$ cat src/rtl/dmac_pkg.sv
`timescale 1ns/1ps
// Shared types for the DMA channel: address mode codes, mode bundle,
// sequencer states and register select codes.
package dmac_pkg;

    typedef enum logic [1:0] {
        RLD_NONE  = 2'd0,
        RLD_BURST = 2'd1,
        RLD_BLOCK = 2'd2,
        RLD_XACT  = 2'd3
    } reload_e;

    typedef enum logic [1:0] {
        DIR_HOLD  = 2'd0,
        DIR_UP    = 2'd1,
        DIR_DOWN  = 2'd2,
        DIR_HOLD2 = 2'd3
    } step_e;

    typedef struct packed {
        logic       one_burst;
        logic       rpt;
        logic [1:0] blen;
        reload_e    src_rld;
        step_e      src_dir;
        reload_e    dst_rld;
        step_e      dst_dir;
    } mode_t;

    typedef enum logic [1:0] {
        ST_OFF   = 2'd0,
        ST_ARMED = 2'd1,
        ST_READ  = 2'd2,
        ST_WRITE = 2'd3
    } ch_state_e;

    localparam logic [2:0] SEL_CTRL  = 3'd0;
    localparam logic [2:0] SEL_AMODE = 3'd1;
    localparam logic [2:0] SEL_BLOCK = 3'd2;
    localparam logic [2:0] SEL_RPT   = 3'd3;
    localparam logic [2:0] SEL_SRC   = 3'd4;
    localparam logic [2:0] SEL_DST   = 3'd5;
    localparam logic [2:0] SEL_FLAG  = 3'd6;

    localparam int BLEN_CODE_W = 2;
    // Widest burst is 2**(2**BLEN_CODE_W - 1) bytes; one more bit holds it.
    localparam int BURST_W = (1 << BLEN_CODE_W);

endpackage

$ cat src/rtl/dmac_regs.sv
`timescale 1ns/1ps
// Configuration register file of the DMA channel.
// Assumes: software writes one register per cycle. Configuration is
// locked while the channel is enabled or about to be enabled; only the
// stop request and the flag clear pass through then.
module dmac_regs
    import dmac_pkg::*;
#(
    parameter int AW    = 16,
    parameter int CW    = 16,
    parameter int RW    = 8,
    parameter int CFG_W = 16
) (
    input  logic             clk,
    input  logic             rst_n,
    input  logic             cfg_we,
    input  logic [2:0]       cfg_sel,
    input  logic [CFG_W-1:0] cfg_wdata,
    input  logic             busy,
    output mode_t            mode,
    output logic [CW-1:0]    blk_cnt,
    output logic [RW-1:0]    rep_cnt,
    output logic [AW-1:0]    src_start,
    output logic [AW-1:0]    dst_start,
    output logic             launch,
    output logic             stop_req,
    output logic             flag_clr
);

    logic open_cfg;

    // Configuration may change only when nothing is running or starting.
    assign open_cfg = !busy && !launch;

    // Flag clear acts in the write cycle itself so the sequencer can rank it.
    assign flag_clr = cfg_we && (cfg_sel == SEL_FLAG) && cfg_wdata[0];

    // Capture register writes and produce the one-cycle start/stop pulses.
    always_ff @(posedge clk) begin
        if (!rst_n) begin
            mode      <= '0;
            blk_cnt   <= '0;
            rep_cnt   <= '0;
            src_start <= '0;
            dst_start <= '0;
            launch    <= 1'b0;
            stop_req  <= 1'b0;
        end else begin
            launch   <= 1'b0;
            stop_req <= 1'b0;
            if (cfg_we) begin
                case (cfg_sel)
                    SEL_CTRL: begin
                        if (open_cfg) begin
                            mode.one_burst <= cfg_wdata[1];
                            mode.rpt       <= cfg_wdata[2];
                            mode.blen      <= cfg_wdata[5:4];
                            launch         <= cfg_wdata[0];
                        end else if (busy && !cfg_wdata[0]) begin
                            stop_req <= 1'b1;
                        end
                    end
                    SEL_AMODE: if (open_cfg) begin
                        mode.src_rld <= reload_e'(cfg_wdata[1:0]);
                        mode.src_dir <= step_e'(cfg_wdata[3:2]);
                        mode.dst_rld <= reload_e'(cfg_wdata[5:4]);
                        mode.dst_dir <= step_e'(cfg_wdata[7:6]);
                    end
                    SEL_BLOCK: if (open_cfg) blk_cnt   <= cfg_wdata[CW-1:0];
                    SEL_RPT:   if (open_cfg) rep_cnt   <= cfg_wdata[RW-1:0];
                    SEL_SRC:   if (open_cfg) src_start <= cfg_wdata[AW-1:0];
                    SEL_DST:   if (open_cfg) dst_start <= cfg_wdata[AW-1:0];
                    default: ;
                endcase
            end
        end
    end

endmodule

$ cat src/rtl/dmac_addr_gen.sv
`timescale 1ns/1ps
// Address generator for one side (source or destination) of the channel.
// Assumes: the boundary events arrive with the write of the last byte of
// that boundary; load comes from the channel start.
module dmac_addr_gen
    import dmac_pkg::*;
#(
    parameter int AW = 16
) (
    input  logic          clk,
    input  logic          rst_n,
    input  logic          load,
    input  logic [AW-1:0] start,
    input  step_e         dir,
    input  reload_e       rld,
    input  logic          step,
    input  logic          ev_burst,
    input  logic          ev_block,
    input  logic          ev_xact,
    output logic [AW-1:0] addr
);

    logic reload_hit;

    // Decide whether the selected reload boundary is reached this cycle.
    always_comb begin
        case (rld)
            RLD_BURST: reload_hit = ev_burst;
            RLD_BLOCK: reload_hit = ev_block;
            RLD_XACT:  reload_hit = ev_xact;
            default:   reload_hit = 1'b0;
        endcase
    end

    // Working address: start, reload, or one step per accepted byte.
    always_ff @(posedge clk) begin
        if (!rst_n) begin
            addr <= '0;
        end else if (load || reload_hit) begin
            addr <= start;
        end else if (step) begin
            case (dir)
                DIR_UP:   addr <= addr + AW'(1);
                DIR_DOWN: addr <= addr - AW'(1);
                default:  addr <= addr;
            endcase
        end
    end

endmodule

$ cat src/rtl/dmac_seq.sv
`timescale 1ns/1ps
// Burst/block/transaction sequencer of the DMA channel.
// Assumes: the mode and counts stay steady while enabled (the register
// file locks them). A block count of 0 means 2**CW bytes.
module dmac_seq
    import dmac_pkg::*;
#(
    parameter int CW = 16,
    parameter int RW = 8
) (
    input  logic                   clk,
    input  logic                   rst_n,
    input  logic                   launch,
    input  logic                   stop_req,
    input  logic                   flag_clr,
    input  logic                   trigger,
    input  logic                   one_burst,
    input  logic                   rpt,
    input  logic [BLEN_CODE_W-1:0] blen_code,
    input  logic [CW-1:0]          blk_cnt,
    input  logic [RW-1:0]          rep_cnt,
    input  logic                   bus_ready,
    output logic                   rd_acc,
    output logic                   wr_acc,
    output logic                   ev_burst,
    output logic                   ev_block,
    output logic                   ev_xact,
    output logic                   in_read,
    output logic                   in_write,
    output logic                   enabled,
    output logic                   done
);

    ch_state_e            state;
    logic                 trig_pend;
    logic                 stop_pend;
    logic                 forever_rpt;
    logic [BURST_W-1:0]   burst_left;
    logic [CW-1:0]        blk_left;
    logic [RW-1:0]        rep_left;
    logic [BURST_W-1:0]   blen_bytes;
    logic                 blk_last;
    logic                 burst_last;
    logic                 begin_burst;

    // Decode state and the boundary conditions of the current byte.
    always_comb begin
        blen_bytes  = BURST_W'(1) << blen_code;
        in_read     = (state == ST_READ);
        in_write    = (state == ST_WRITE);
        enabled     = (state != ST_OFF);
        rd_acc      = in_read && bus_ready;
        wr_acc      = in_write && bus_ready;
        blk_last    = (blk_left == CW'(1));
        burst_last  = (burst_left == BURST_W'(1)) || blk_last;
        ev_burst    = wr_acc && burst_last;
        ev_block    = wr_acc && blk_last;
        ev_xact     = ev_block && !forever_rpt && (rep_left == RW'(1));
        begin_burst = (state == ST_ARMED) && trig_pend && !stop_pend;
    end

    // Hold at most one trigger; none is kept while disabled.
    always_ff @(posedge clk) begin
        if (!rst_n || state == ST_OFF) begin
            trig_pend <= 1'b0;
        end else begin
            trig_pend <= (trig_pend && !begin_burst) || trigger;
        end
    end

    // Main sequencer: byte read/write pairs, burst and block counting.
    always_ff @(posedge clk) begin
        if (!rst_n) begin
            state       <= ST_OFF;
            stop_pend   <= 1'b0;
            forever_rpt <= 1'b0;
            burst_left  <= '0;
            blk_left    <= '0;
            rep_left    <= '0;
        end else begin
            if (stop_req) stop_pend <= 1'b1;
            case (state)
                ST_OFF: if (launch) begin
                    state       <= ST_ARMED;
                    stop_pend   <= 1'b0;
                    blk_left    <= blk_cnt;
                    rep_left    <= rpt ? rep_cnt : RW'(1);
                    forever_rpt <= rpt && (rep_cnt == '0);
                end
                ST_ARMED: begin
                    if (stop_pend) begin
                        state <= ST_OFF;
                    end else if (trig_pend) begin
                        state      <= ST_READ;
                        burst_left <= blen_bytes;
                    end
                end
                ST_READ: if (bus_ready) state <= ST_WRITE;
                ST_WRITE: if (bus_ready) begin
                    burst_left <= burst_left - BURST_W'(1);
                    blk_left   <= blk_left - CW'(1);
                    if (blk_last) begin
                        blk_left <= blk_cnt;
                        if (!forever_rpt) rep_left <= rep_left - RW'(1);
                        state <= (ev_xact || stop_pend) ? ST_OFF : ST_ARMED;
                    end else if (burst_last) begin
                        if (stop_pend || one_burst) begin
                            state <= stop_pend ? ST_OFF : ST_ARMED;
                        end else begin
                            state      <= ST_READ;
                            burst_left <= blen_bytes;
                        end
                    end else begin
                        state <= ST_READ;
                    end
                end
                default: state <= ST_OFF;
            endcase
        end
    end

    // Sticky completion flag; setting wins over a clear in the same cycle.
    always_ff @(posedge clk) begin
        if (!rst_n) begin
            done <= 1'b0;
        end else if (ev_xact) begin
            done <= 1'b1;
        end else if (flag_clr) begin
            done <= 1'b0;
        end
    end

endmodule

$ cat src/rtl/dmac_channel.sv
`timescale 1ns/1ps
// Triggered single DMA channel: register file, sequencer and one address
// generator per side. Assumes a single master on a byte-wide bus whose
// slave answers every request eventually with ready.
module dmac_channel
    import dmac_pkg::*;
#(
    parameter int ADDR_W = 16,
    parameter int CNT_W  = 16,
    parameter int REP_W  = 8,
    parameter int DATA_W = 8,
    localparam int CFG_W = (ADDR_W > CNT_W) ? ADDR_W : CNT_W
) (
    input  logic              clk,
    input  logic              rst_n,
    input  logic              cfg_we,
    input  logic [2:0]        cfg_sel,
    input  logic [CFG_W-1:0]  cfg_wdata,
    input  logic              trigger,
    output logic              bus_req,
    output logic              bus_we,
    output logic [ADDR_W-1:0] bus_addr,
    output logic [DATA_W-1:0] bus_wdata,
    input  logic [DATA_W-1:0] bus_rdata,
    input  logic              bus_ready,
    output logic              ch_enabled,
    output logic              xfer_done
);

    localparam int N_SIDES = 2;   // 0 = source, 1 = destination

    mode_t              mode;
    logic [CNT_W-1:0]   blk_cnt;
    logic [REP_W-1:0]   rep_cnt;
    logic [ADDR_W-1:0]  src_start;
    logic [ADDR_W-1:0]  dst_start;
    logic               launch;
    logic               stop_req;
    logic               flag_clr;
    logic               rd_acc;
    logic               wr_acc;
    logic               ev_burst;
    logic               ev_block;
    logic               ev_xact;
    logic               in_read;
    logic               in_write;
    logic [DATA_W-1:0]  hold_q;

    logic [ADDR_W-1:0]  side_start [N_SIDES];
    step_e              side_dir   [N_SIDES];
    reload_e            side_rld   [N_SIDES];
    logic               side_step  [N_SIDES];
    logic [ADDR_W-1:0]  side_addr  [N_SIDES];

    dmac_regs #(
        .AW(ADDR_W), .CW(CNT_W), .RW(REP_W), .CFG_W(CFG_W)
    ) u_regs (
        .clk       (clk),
        .rst_n     (rst_n),
        .cfg_we    (cfg_we),
        .cfg_sel   (cfg_sel),
        .cfg_wdata (cfg_wdata),
        .busy      (ch_enabled),
        .mode      (mode),
        .blk_cnt   (blk_cnt),
        .rep_cnt   (rep_cnt),
        .src_start (src_start),
        .dst_start (dst_start),
        .launch    (launch),
        .stop_req  (stop_req),
        .flag_clr  (flag_clr)
    );

    dmac_seq #(
        .CW(CNT_W), .RW(REP_W)
    ) u_seq (
        .clk       (clk),
        .rst_n     (rst_n),
        .launch    (launch),
        .stop_req  (stop_req),
        .flag_clr  (flag_clr),
        .trigger   (trigger),
        .one_burst (mode.one_burst),
        .rpt       (mode.rpt),
        .blen_code (mode.blen),
        .blk_cnt   (blk_cnt),
        .rep_cnt   (rep_cnt),
        .bus_ready (bus_ready),
        .rd_acc    (rd_acc),
        .wr_acc    (wr_acc),
        .ev_burst  (ev_burst),
        .ev_block  (ev_block),
        .ev_xact   (ev_xact),
        .in_read   (in_read),
        .in_write  (in_write),
        .enabled   (ch_enabled),
        .done      (xfer_done)
    );

    // Route per-side controls into the generator arrays.
    assign side_start[0] = src_start;
    assign side_start[1] = dst_start;
    assign side_dir[0]   = mode.src_dir;
    assign side_dir[1]   = mode.dst_dir;
    assign side_rld[0]   = mode.src_rld;
    assign side_rld[1]   = mode.dst_rld;
    assign side_step[0]  = rd_acc;
    assign side_step[1]  = wr_acc;

    for (genvar g = 0; g < N_SIDES; g++) begin : g_side
        dmac_addr_gen #(.AW(ADDR_W)) u_ag (
            .clk      (clk),
            .rst_n    (rst_n),
            .load     (launch),
            .start    (side_start[g]),
            .dir      (side_dir[g]),
            .rld      (side_rld[g]),
            .step     (side_step[g]),
            .ev_burst (ev_burst),
            .ev_block (ev_block),
            .ev_xact  (ev_xact),
            .addr     (side_addr[g])
        );
    end

    // Keep the byte read last so the following write can return it.
    always_ff @(posedge clk) begin
        if (!rst_n) begin
            hold_q <= '0;
        end else if (rd_acc) begin
            hold_q <= bus_rdata;
        end
    end

    // Bus outputs follow the sequencer state directly.
    assign bus_req   = in_read || in_write;
    assign bus_we    = in_write;
    assign bus_addr  = in_write ? side_addr[1] : side_addr[0];
    assign bus_wdata = hold_q;

endmodule

$ cat config.mk
export PLATFORM = sky130hd
export DESIGN_NAME = dmac_channel
export DESIGN_NICKNAME = d
export VERILOG_FILES = /design/src/rtl/dmac_pkg.sv /design/src/rtl/dmac_regs.sv /design/src/rtl/dmac_addr_gen.sv /design/src/rtl/dmac_seq.sv /design/src/rtl/dmac_channel.sv
export SDC_FILE = /design/constraint.sdc
export NUM_CORES = 1
export LEC_CHECK = 0
export BUFFER_PORTS_ARGS = -buffer_cell sky130_fd_sc_hd__buf_2
export CAP_MARGIN = 5
export CORE_MARGIN = 1.5
export CORE_UTILIZATION = 60
export DETAILED_ROUTE_END_ITERATION = 8
export PLACE_DENSITY_LB_ADDON = 0.15
export SLEW_MARGIN = 20
export SYNTH_ARGS = -nofsm -noshare
export SYNTH_HDL_FRONTEND = slang
export SYNTH_SLANG_ARGS = --single-unit
$ cat constraint.sdc
create_clock -name clk -period 7.5 [get_ports clk]
set_clock_uncertainty 0.1 [all_clocks]
set_input_delay 0.375 -clock clk [delete_from_list [all_inputs] [get_ports clk]]
set_output_delay 0.375 -clock clk [all_outputs]
set_load 0.01 [all_outputs]
==> results.toml <==
[setup_path]
critPathArrivalTime_ns = 3.32
slowest_delay_ns = 0.58
cp_cell_sequence = "inv_1 -> ha_1 -> ha_1 -> a211oi_1 -> o21ba_1 -> a21oi_1 -> a31o_2 -> o31ai_1 -> xor2_1 -> o221ai_1"
cpLargestDelayFamily = "compound AO/OA/AOI/OAI gates"
cp.required_ns = 7.69
crit_top_cell = "ha_1"
worstSetupEndpointType = "flop"
critPathKind = "reg -> reg"
cp_num_buf_inv = 1
worst_setup_path_start_kind = "flop"
path_max_fanout = 15
slowest_stage = "ha_1"

[timing]
tightest_slew_ns = 1.02
holdWs_ns = 0.0536
hold_violations = 0
fmax_ghz = 0.319
period_needed_ns = 3.13
finalSetupTns_ns = 0
rsz0062_at_grt = "no"
fin_crit_sh_pct = 41.8
slew_violations = 0
slew_headroom_pct = 31.7
setup_viol = 0

[grt]
grt_pass1_wl_um = 36200
grt_use_met1_pct = 44.2
grt_busiest_layer = "met2"
antenna_found_initial = 0
grt_overflow = 0
grt_usage_pct = 31.6
grt.met2_usage_pct = 49.5
met3_usage_pct = 5.32
grt_max_degree = 61
grt_pass1_vias = 7184

[finish]
syn_to_final_growth_pct = 12.0
utilization_pct = 69.3
drive_gt1_share_pct = 12.7
antenna_cells = 0
nNetsFinal = 1142

[route]
routedWlPerCell_um = 17.6
firstDrtPassIters = 5
vias = 7748
drt_iter0_markers = 644
postRouteAntennaNets = 0
vias_per_cell = 6.16
post-route-drc-count = 0
routed_wl_um = 22100

[status]
status = "completed"

[synthesis]
syn_nets = 1109
synth_seq_area_share_pct = 35.1
synth_seq_cells = 144
synth_area_leader_cell = "dfxtp_1"
synth_area_leaders = "dfxtp_1 (35%), nand2_1 (8.9%), ha_1 (6.1%)"
yosysMostFrequentCell = "nand2_1"
synth-edff-count = 0
postSynthAreaPerCell_um2 = 7.94
synth_top_area_share_pct = 35.1
synthTopCellsByCount = "nand2_1 (194), dfxtp_1 (144), nor2_1 (89)"
synth.distinct_cells = 76
async_reset_ff_share_pct = 0
ys_warn_count = 0
synth-main-ff-cell = "dfxtp_1"
syn_inst = 1035
syn_area_um2 = 8220

[power]
ir_worst_vdd_mv = 0.172
leakagePower_nw = 3.70
total_power_mw = 1.92
powerDensity_nw_per_um2 = 209

[cts]
cts-root-buf = "clkbuf_16"
holdBufCountCts = 0
cts.sinks = 144
ctsResizeCount = 0
cts_made_buffers = 17
htreeDepth = 4
cts_tree = "done"
post_cts_buffers = 0
clockBufferDepth = 2
clk_latency_ns = 0.42
path_clk_slew_ns = 0.06

[die]
fp.coreArea_um2 = 13300
die_area_um2 = 14400
die_w_um = 120
rows = 42
io_pins = 60
die_y_um = 120
initial_core_util_pct = 61.8

[placed_design]
place_hpwl_um = 15000
place.gp.congestion = 0.951
port_buffers = 59

[hold_path]
holdCritPathClass = "in -> reg"

[run]
maxCapViolCount = 0
-- layout by cell type, fill, tap and decap left out, types with 14 or more instances in the layout --
cell         n
a31oi_1     15
nor3_1      16
mux2_2      14
nand3_1     18
buf_2       59
clkbuf_16   17
ha_1        40
o211a_1     14
nor2_1      87
nand2_1    194
inv_1       29
a21oi_1     73
xnor2_1     15
a21boi_0    37
o21ai_0     70
dfxtp_1    144
mux2i_1     27
-- flip-flops by register name, indices dropped and copies added (netlist names), 2 cells and up --
signal            flops
bus_wdata             8
u_seq.blk_left       16
u_regs.rep_cnt        8
u_regs.dst_start     16
u_regs.blk_cnt       16
u_regs.mode          12
u_seq.burst_left      4
u_seq.state           2
g_side.u_ag.addr     32
u_regs.src_start     16
u_seq.rep_left        8
-- cells by family (layout without fill, tap and decap cells) --
family / after synthesis / in the layout / share of synthesized area (%)
compound gates: 301 / 301 / 24.1
flops: 144 / 144 / 35.1
buf+inv: 83 / 129 / 4.32
fa+ha+maj: 42 / 42 / 6.57
xor+xnor: 23 / 23 / 2.45
simple gates: 401 / 401 / 22.2
mux: 41 / 41 / 5.20
-- stage by stage --
| step | setup WS, ns | area, um2 | std cells |
|---|---|---|---|
| finish | 4.37 | 9210 | 1257 |
| floorplan | 4.81 | 8220 | 1035 |
| detailed placement | 4.44 | 8570 | 1225 |
| global placement | 4.54 | 8570 | 1225 |
| global route | 4.16 | 9210 | 1257 |
| CTS | 4.38 | 9200 | 1257 |
-- worst paths after layout --
kind                                   startpoint  cells after the start                              endpoint  slack [ns]
setup / recovery      u_regs.mode[4]$_SDFFE_PN0P_                     10  g_side[0].u_ag.addr[13]$_SDFFE_PN0P_        4.37
hold / removal                            trigger                      3            u_seq.trig_pend$_SDFF_PP0_        0.05
setup reg to reg      u_regs.mode[4]$_SDFFE_PN0P_                     10  g_side[0].u_ag.addr[13]$_SDFFE_PN0P_        4.37
hold reg to reg   u_regs.blk_cnt[14]$_SDFFE_PN0P_                      2       u_regs.blk_cnt[14]$_SDFFE_PN0P_        0.35
-- where the power goes --
part	switching (mW)	internal [mW]	leakage, nW
Combinational	0.136	0.0744	2.22
Clock	0.324	0.578	0.315
Sequential	0.0208	0.787	1.16
Total	0.481	1.44	3.70
-- worst reg2reg max path, cell delays in order, from the launching register on --
cell and delay [ns]:
dfxtp_1 0.31, inv_1 0.05, ha_1 0.58, ha_1 0.36, a211oi_1 0.38, o21ba_1 0.21, a21oi_1 0.12, a31o_2 0.29
o31ai_1 0.27, xor2_1 0.18, o221ai_1 0.13
-- final cells by class --
type,instances,area [um2]
Inverter,30,113
Timing Repair Buffer,67,355
Sequential cell,144,2880
Multi-Input combinational cell,808,5010
Clock inverter,12,163
Fill cell,1107,4090
Clock buffer,20,467
Tap cell,176,220
-- layer usage --
metal	part of all wire [%]	wire, um
met2	46	10100
met4	1.9	419
met3	7.2	1590
met5	0	0
met1	45	10000
(Power assumes the default switching activity.)
